[config.mk]
export PLATFORM = sky130hd
export DESIGN_NAME = sar_conv_seq
export DESIGN_NICKNAME = d
export VERILOG_FILES = /design/src/rtl/sar_pkg.sv /design/src/rtl/sar_cnv_edge.sv /design/src/rtl/sar_ctrl.sv /design/src/rtl/sar_trial_reg.sv /design/src/rtl/sar_conv_seq.sv
export SDC_FILE = /design/constraint.sdc
export NUM_CORES = 1
export LEC_CHECK = 0
export CAP_MARGIN = 10
export CORE_MARGIN = 4
export CORE_UTILIZATION = 45
export CTS_CLUSTER_SIZE = 12
export DETAILED_ROUTE_END_ITERATION = 8
export PLACE_DENSITY_LB_ADDON = 0.08
export SYNTH_ARGS = -nofsm -noshare
export SYNTH_HDL_FRONTEND = slang
export SYNTH_SLANG_ARGS = --single-unit
[constraint.sdc]
create_clock -name clk_i -period 3.7 [get_ports clk_i]
set_clock_uncertainty 0.15 [all_clocks]
set_input_delay 0.555 -clock clk_i [delete_from_list [all_inputs] [get_ports clk_i]]
set_output_delay 0.555 -clock clk_i [all_outputs]
set_load 0.02 [all_outputs]
[src/rtl/sar_pkg.sv]
package sar_pkg;
  typedef enum logic [1:0] {
    ST_ACQ   = 2'd0,
    ST_OPEN  = 2'd1,
    ST_TRIAL = 2'd2
  } sar_state_e;
endpackage

[src/rtl/sar_cnv_edge.sv]
module sar_cnv_edge #(
  parameter int SYNC_STAGES = 2
) (
  input  logic clk_i,
  input  logic rst_ni,
  input  logic cnv_i,
  output logic rise_o
);
  logic [SYNC_STAGES:0] sync_q;
  logic                 last_q;

  assign sync_q[0] = cnv_i;

  for (genvar s = 0; s < SYNC_STAGES; s++) begin : g_sync
    always_ff @(posedge clk_i or negedge rst_ni) begin
      if (!rst_ni) sync_q[s+1] <= 1'b0;
      else         sync_q[s+1] <= sync_q[s];
    end
  end

  always_ff @(posedge clk_i or negedge rst_ni) begin
    if (!rst_ni) last_q <= 1'b0;
    else         last_q <= sync_q[SYNC_STAGES];
  end

  assign rise_o = sync_q[SYNC_STAGES] & ~last_q;
endmodule

[src/rtl/sar_ctrl.sv]
module sar_ctrl
  import sar_pkg::*;
#(
  parameter int NBITS = 16,
  localparam int IDXW = $clog2(NBITS)
) (
  input  logic            clk_i,
  input  logic            rst_ni,
  input  logic            start_i,
  output sar_state_e      state_o,
  output logic [IDXW-1:0] idx_o,
  output logic            load_msb_o,
  output logic            decide_o,
  output logic            last_o
);
  sar_state_e      state_q;
  logic [IDXW-1:0] idx_q;
  logic            ph_q;  // 0: trial set / settling, 1: decide at end of cycle

  always_ff @(posedge clk_i or negedge rst_ni) begin
    if (!rst_ni) begin
      state_q <= ST_ACQ;
      idx_q   <= '0;
      ph_q    <= 1'b0;
    end else begin
      unique case (state_q)
        ST_ACQ: if (start_i) state_q <= ST_OPEN;  // triggers accepted only here
        ST_OPEN: begin
          state_q <= ST_TRIAL;
          idx_q   <= IDXW'(NBITS - 1);
          ph_q    <= 1'b0;
        end
        ST_TRIAL: begin
          if (!ph_q) begin
            ph_q <= 1'b1;
          end else if (idx_q == '0) begin
            state_q <= ST_ACQ;
            ph_q    <= 1'b0;
          end else begin
            idx_q <= idx_q - 1'b1;
            ph_q  <= 1'b0;
          end
        end
        default: state_q <= ST_ACQ;
      endcase
    end
  end

  assign state_o    = state_q;
  assign idx_o      = idx_q;
  assign load_msb_o = (state_q == ST_OPEN);
  assign decide_o   = (state_q == ST_TRIAL) && ph_q;
  assign last_o     = decide_o && (idx_q == '0);
endmodule

[src/rtl/sar_trial_reg.sv]
module sar_trial_reg #(
  parameter int NBITS = 16,
  localparam int IDXW = $clog2(NBITS)
) (
  input  logic             clk_i,
  input  logic             rst_ni,
  input  logic             load_msb_i,
  input  logic             decide_i,
  input  logic             last_i,
  input  logic [IDXW-1:0]  idx_i,
  input  logic             cmp_i,
  output logic [NBITS-1:0] trial_o,
  output logic [NBITS-1:0] code_o
);
  logic [NBITS-1:0] trial_q, code_q, decided;

  // Resolve bit idx from the comparator and raise the next lower trial bit.
  always_comb begin
    decided = trial_q;
    for (int b = 0; b < NBITS; b++) begin
      if (b == int'(idx_i))          decided[b] = cmp_i;
      else if (b + 1 == int'(idx_i)) decided[b] = 1'b1;
    end
  end

  always_ff @(posedge clk_i or negedge rst_ni) begin
    if (!rst_ni) begin
      trial_q <= '0;
      code_q  <= '0;
    end else if (load_msb_i) begin
      trial_q <= {1'b1, {(NBITS-1){1'b0}}};
    end else if (decide_i) begin
      if (last_i) begin
        code_q  <= decided;
        trial_q <= '0;
      end else begin
        trial_q <= decided;
      end
    end
  end

  assign trial_o = trial_q;
  assign code_o  = code_q;
endmodule

[src/rtl/sar_conv_seq.sv]
module sar_conv_seq
  import sar_pkg::*;
#(
  parameter int NBITS       = 16,
  parameter int SYNC_STAGES = 2
) (
  input  logic             clk_i,
  input  logic             rst_ni,
  input  logic             cnv_i,
  input  logic             cmp_i,
  output logic             samp_close_o,
  output logic             arr_hold_o,
  output logic [NBITS-1:0] dac_sw_o,
  output logic             busy_o,
  output logic             pwr_en_o,
  output logic [NBITS-1:0] code_o
);
  localparam int IDXW = $clog2(NBITS);

  sar_state_e      state;
  logic            rise, start, load_msb, decide, last;
  logic [IDXW-1:0] idx;

  sar_cnv_edge #(.SYNC_STAGES(SYNC_STAGES)) i_edge (
    .clk_i  (clk_i),
    .rst_ni (rst_ni),
    .cnv_i  (cnv_i),
    .rise_o (rise)
  );

  assign start = rise && (state == ST_ACQ);

  sar_ctrl #(.NBITS(NBITS)) i_ctrl (
    .clk_i      (clk_i),
    .rst_ni     (rst_ni),
    .start_i    (start),
    .state_o    (state),
    .idx_o      (idx),
    .load_msb_o (load_msb),
    .decide_o   (decide),
    .last_o     (last)
  );

  sar_trial_reg #(.NBITS(NBITS)) i_trial (
    .clk_i      (clk_i),
    .rst_ni     (rst_ni),
    .load_msb_i (load_msb),
    .decide_i   (decide),
    .last_i     (last),
    .idx_i      (idx),
    .cmp_i      (cmp_i),
    .trial_o    (dac_sw_o),
    .code_o     (code_o)
  );

  assign samp_close_o = (state == ST_ACQ);
  assign arr_hold_o   = (state == ST_TRIAL);
  assign busy_o       = (state != ST_ACQ);
  assign pwr_en_o     = (state != ST_ACQ);  // analog core off between conversions
endmodule

# [Word-level counts from Yosys, hierarchy flattened]
# Cells that the tools add are included.
[totals] ff_bits=42 in_bits=4 output_inout_bits=36 wordCells=88
[classes] n_addsub=1 eq_ne=21 n_mux=43 bitwise_logic=3 reduce_logical=12
[op_table] operator="two-way mux 16 bit" count=3
[op_table] operator="== test 4 bit, first input constant" count=8
[op_table] operator="two-way mux 1 bit" count=32
[op_table] operator="== test 3 x 4 -> 1 bit, first input constant" count=4
[op_table] operator="AND reduction 3 bit" count=3
[op_table] operator="== test 2 x 4 -> 1 bit, first input constant" count=2
[op_table] operator="logical NOT 4 bit" count=2
[op_table] operator="two-way mux 4 bit" count=2
[op_table] operator="one-hot mux 4 bit (2 select lines)" count=1
[op_table] operator="two-way mux 2 bit" count=3
[op_table] operator="!= test 2 x 1 -> 1 bit, second input constant" count=3
[op_table] operator="one-hot mux 2 bit (3 select lines)" count=1
[op_table] operator="nonzero test 2 bit" count=3
[op_table] operator="== test 1 x 4 -> 1 bit, first input constant" count=1
[op_table] operator="subtractor 4 x 1 -> 4 bit, second input constant" count=1
[op_table] operator="logical AND 1 bit" count=3
[op_table] operator="== test 2 x 1 -> 1 bit, second input constant" count=1
[op_table] operator="== test 2 bit, second input constant" count=1
[op_table] operator="logical NOT 2 bit" count=1
[op_table] operator="!= test 2 bit, second input constant" count=1
[op_table] operator="inverter 1 bit" count=2
[op_table] operator="one-hot mux 1 bit (2 select lines)" count=1
[op_table] operator="bitwise AND 1 bit" count=1

# [Longest topological paths before layout]
[depth] ltp_word=6 ltp_mapped=8 mapped_depth_nobuf=5

# [Hierarchy]
# A second synthesis with hierarchy kept.
[unflattened] cells_unflattened=225 hier_area_um2=2273.4
[modules_own_cells] mod="sar_trial_reg" instances=1 cells_per_inst=174 area_per_inst_um2=1730.4 seq_area_each_um2=800.8
[modules_own_cells] mod="sar_ctrl" instances=1 cells_per_inst=42 area_per_inst_um2=422.9 seq_area_each_um2=175.2
[modules_own_cells] mod="sar_cnv_edge" instances=1 cells_per_inst=4 area_per_inst_um2=88.8 seq_area_each_um2=75.1
[modules_own_cells] mod="sar_conv_seq" instances=1 cells_per_inst=5 area_per_inst_um2=31.3 seq_area_each_um2=0.0

# [Least setup slack after synthesis]
# No wires, ideal clock.
[synth_path] path_kind="register to register" startpoint="register i_ctrl.idx_q[0], in the netlist i_ctrl.idx_o[0]" endpoint="register i_trial.code_q[10], in the netlist i_trial.code_o[10]" setup_time_ns=0.095 t_arrival_ns=1.716 t_required_ns=3.455 setup_slack_ns=1.739 stages_incl_launch_ff=9 n_path_buf=3 synth_period_minus_slack_ns=1.961 cell_sequence="dfrtp_1 -> inv_1 -> ha_1 -> clkbuf_2 -> nand4b_1 -> or2_1 -> buf_6 -> buf_6 -> o31ai_1"
[synth_via] elab_chain_len=3 elab_cells_between_ends=7 classes_between="eq/ne (2); mux (2); reduce/logical (3)"
[synth_rtl] element="start: declaration" line="sar_ctrl.sv:17" text="logic [IDXW-1:0] idx_q;"
[synth_rtl] element="start signal: assignment" line="sar_ctrl.sv:30" text="idx_q <= IDXW'(NBITS - 1);"
[synth_rtl] element="start signal: assignment" line="sar_ctrl.sv:40" text="idx_q <= idx_q - 1'b1;"
[synth_rtl] element="== test 4 bit / logical NOT 4 bit (equally long branches)" line="sar_trial_reg.sv:22, sar_ctrl.sv:53"
[synth_rtl] element="two-way mux 1 bit / logical AND 1 bit (equally long branches)" line="sar_trial_reg.sv:22, sar_ctrl.sv:53"
[synth_rtl] element="two-way mux 1 bit / AND reduction 3 bit (equally long branches)"
[synth_rtl] element="end signal: assignment" line="sar_trial_reg.sv:34" text="code_q <= decided;"
[synth_rtl] element="end: declaration" line="sar_trial_reg.sv:15" text="logic [NBITS-1:0] trial_q, code_q, decided;"
# Several ways; a longest one is shown, not always the timed one.
# A chain may end at the register's enable or synchronous reset.

# [Final worst setup path]
[layout_path] startpoint="register i_ctrl.state_q[0], in the netlist i_ctrl.state_o[0]" endpoint="output port arr_hold_o"
[layout_via] elab_chain_len=1
[layout_rtl] element="start: declaration" line="sar_ctrl.sv:16" text="sar_state_e state_q;"
[layout_rtl] element="start signal: assignment" line="sar_ctrl.sv:22" text="state_q <= ST_ACQ;"
[layout_rtl] element="start signal: assignment" line="sar_ctrl.sv:27" text="ST_ACQ: if (start_i) state_q <= ST_OPEN;"
[layout_rtl] element="start signal: assignment" line="sar_ctrl.sv:29" text="state_q <= ST_TRIAL;"
[layout_rtl] element="== test 2 bit" line="sar_conv_seq.sv:57" text="assign arr_hold_o = (state == ST_TRIAL);"
[layout_rtl] element="end: declaration" line="sar_conv_seq.sv:12" text="output logic arr_hold_o,"
# Every way passes these cells.

==> flow_metrics.py <==
metrics = {
    "status": {
        "status": "finished, final reports clean",
    },
    "power_and_ir_drop": {
        "p_clk_share_pct": 25.2,
        "seq_power_share_pct": 43.4,
        "combinationalPowerShare_pct": 31.4,
        "p_sw_share_pct": 34.6,
        "p_int_w": 0.000788,
        "p_switching_w": 0.000417,
        "ir_drop_mv": 0.385,
        "p_leak_nw": 1.04,
        "power_w": 0.00121,
        "power_density_nw_per_um2": 459,
    },
    "synthesis": {
        "synth_edf_count": 0,
        "synth_fp_nets": 233,
        "synthFlopType": "dfrtp_1",
        "yosysTopAreaCell": "dfrtp_1",
        "synth_cell_types": 40,
        "yosys.area.top_type_share_pct": 48.4,
        "synth_seq_area_share_pct": 48.4,
        "yosysMostFrequentCell": "dfrtp_1",
        "async_flop_share_pct": 100,
        "netlist_instances": 221,
        "synth_commonest_cells": "42 x dfrtp_1, 23 x o31ai_1, 19 x nand2_1, 19 x o21ai_0, 16 x a21oi_1",
        "yosysWarnings": 0,
        "synth_area_um2": 2170,
        "ys_seq_elements": 42,
        "avgSynthCellArea_um2": 9.82,
        "synthTopCellsByArea": "dfrtp_1 48%, o31ai_1 8.0%, ha_1 4.6%",
    },
    "run": {
        "drv_cap": 0,
    },
    "cts": {
        "clock-root-buffer": "clkbuf_8",
        "ctsResizeCount": 0,
        "clk_latency_ps": 290,
        "cts_tree": "built",
        "cts_setup_buffers": 0,
        "clockBufferDepth": 2,
        "ctsHoldBuffers": 0,
        "cts_max_level": 2,
        "clock-sinks": 42,
        "numCtsBuffers": 5,
        "clk_pin_slew_ps": 80,
    },
    "floorplanning": {
        "die_area_um2": 6000,
        "fp-row-count": 24,
        "die_y_um": 77.4,
        "ios": 40,
        "start_util_pct": 48.2,
        "core_um2": 4500,
        "die_width_um": 77.4,
    },
    "route": {
        "drc": 0,
        "wl_per_cell_um": 16.9,
        "vias": 1783,
        "wl_met2_mm": 2.41,
        "ant_nets": 0,
        "drt_iter0_drc": 97,
        "dr.pass1.iters": 4,
        "route.met3.wl_um": 304,
        "top_layer": "met4",
        "routed_via_density": 5.85,
        "met1_length_mm": 2.38,
        "routed_wl_mm": 5.14,
    },
    "global_routing": {
        "grt_pass1_wl_mm": 8.74,
        "grt_overflow_total": 0,
        "grt_util_all_layers_pct": 18.0,
        "antenna_found_initial": 0,
        "grt_pass1_vias": 1722,
        "grt_max_degree": 43,
    },
    "timing": {
        "rsz0062_at_grt": "no",
        "slew_violations": 0,
        "worst_pin_slew_ps": 894,
        "fin_crit_ps": 2620,
        "tns_ps": 0,
        "max-slew-margin-rel_pct": 40.4,
        "hold_violations": 0,
        "setup-violations-final": 0,
        "whs_ps": 205,
        "fmax_mhz": 382,
        "period_share_pct": 70.8,
    },
    "critical_path": {
        "crit_path_max_incr_delay_ps": 700,
        "crit_required_ps": 2990,
        "crit_chain": "inv_1 -> ha_1 -> clkdlybuf4s50_1",
        "worstReg2RegStart": "i_ctrl.idx_o[2]",
        "critPathBufInv": 2,
        "crit_family": "buffers and inverters",
        "crit_cells": 3,
        "worstSetupPathType": "flop to output pin",
        "worstSetupEndpointType": "output pin",
        "timing.critical_path.arrival_ps": 1910,
        "startpoint_type": "flop",
        "slowest_stage": "clkdlybuf4s50_1",
        "cp_max_fo": 14,
        "cp-startpoint": "i_ctrl.state_o[0]",
        "ff2ff_path_depth": 3,
    },
    "placement": {
        "gp_congestion": 0.786,
        "dpl.hpwl_mm": 3.62,
        "io_buffers": 39,
    },
    "hold_path": {
        "hp-class": "flop to flop",
        "hold_path_startpoint": "i_edge.sync_q[1]",
        "holdPathStages": 0,
    },
    "final_layout": {
        "diodes": 0,
        "drive_gt1_share_pct": 6.72,
        "layout.nets": 264,
        "area_growth_pct": 21.1,
    },
}
==> worst reg2reg max path, stage by stage, from the launching register on <==
cell     delay [ps]
dfrtp_1         720
or2_1           540
or2_1           580
mux2_2          410
==> per-layer routing <==
| layer | global-route usage [%] | up-vias |
|---|---|---|
| li1 | - | 859 |
| met3 | 3.59 | 6 |
| met4 | 5.16 | 0 |
| met5 | 0 | - |
| met1 | 24.5 | 860 |
| met2 | 29.3 | 58 |
==> cell families (layout without fill, tap and decap cells) <==
logic type,after synthesis,after routing,synth area share [%]
buf+inv,27,59,6.29
flops,42,42,48.4
fa+ha+maj,8,8,4.61
compound gates,77,77,23.2
simple gates,62,62,14.9
mux,5,5,2.48
==> cell usage in the layout, fill, tap and decap left out, types with 2 or more instances in the layout <==
cell / n
a22o_1: 2
buf_4: 2
nand2_1: 19
a211oi_1: 2
nor2b_1: 3
clkdlybuf4s50_1: 38
inv_1: 10
a21o_1: 2
o31ai_1: 23
or2_2: 3
mux2_2: 3
ha_1: 8
mux2i_1: 2
nor4b_1: 2
nor2_1: 14
nand3_1: 3
a21oi_1: 16
a311oi_1: 2
o32ai_1: 3
nand2b_1: 9
dfrtp_1: 42
nand4b_1: 2
clkbuf_8: 6
o21ai_0: 19
or2_1: 2
==> worst paths after layout <==
| path | end | slack (ps) |
|---|---|---|
| max in group asynchronous | i_ctrl.idx_o[1] | 2610 |
| min in group asynchronous | i_trial.code_o[11] | 240 |
| max reg2reg | i_trial.code_o[7] | 1200 |
| min | i_edge.sync_q[2] | 210 |
| min reg2reg | i_edge.sync_q[2] | 210 |
| max | arr_hold_o | 1080 |
==> power by group through the flow <==
stage	Clock, W	Combinational (W)	Sequential, W
floorplan	0	0.000253	0.000530
global placement	0	0.000380	0.000531
detailed placement	0	0.000381	0.000531
CTS	0.000315	0.000383	0.000522
global route	0.000331	0.000418	0.000529
finish	0.000304	0.000379	0.000523
==> stage by stage <==
step	utilization, %	setup slack (ps)	instances	instance area [µm²]
2_1_floorplan	-	1740	221	2170
3_3_place_gp	56.3	1280	297	2540
3_5_place_dp	56.3	1260	297	2540
4_1_cts	58.3	1070	305	2630
5_1_grt	58.3	961	305	2630
6_report	58.3	1080	305	2630
==> area by class of cell <==
| type | instances | area (µm²) |
|---|---|---|
| clock buffers | 7 | 86.3 |
| repair buffers | 41 | 400 |
| inverters | 10 | 37.5 |
| well taps | 52 | 65.1 |
| flip-flops and latches | 42 | 1050 |
| multi-input cells | 152 | 982 |
| clock inverters | 1 | 5.00 |
| fillers | 414 | 1880 |
==> state kept, by name (all words and copies together), names as in the netlist <==
name             flops
i_edge.sync_q        2
i_trial.code_o      16
i_edge.last_q        1
i_ctrl.state_o       2
i_trial.trial_o     16
i_ctrl.ph_q          1
i_ctrl.idx_o         4
Note: power is estimated with default switching activity, not from simulation.
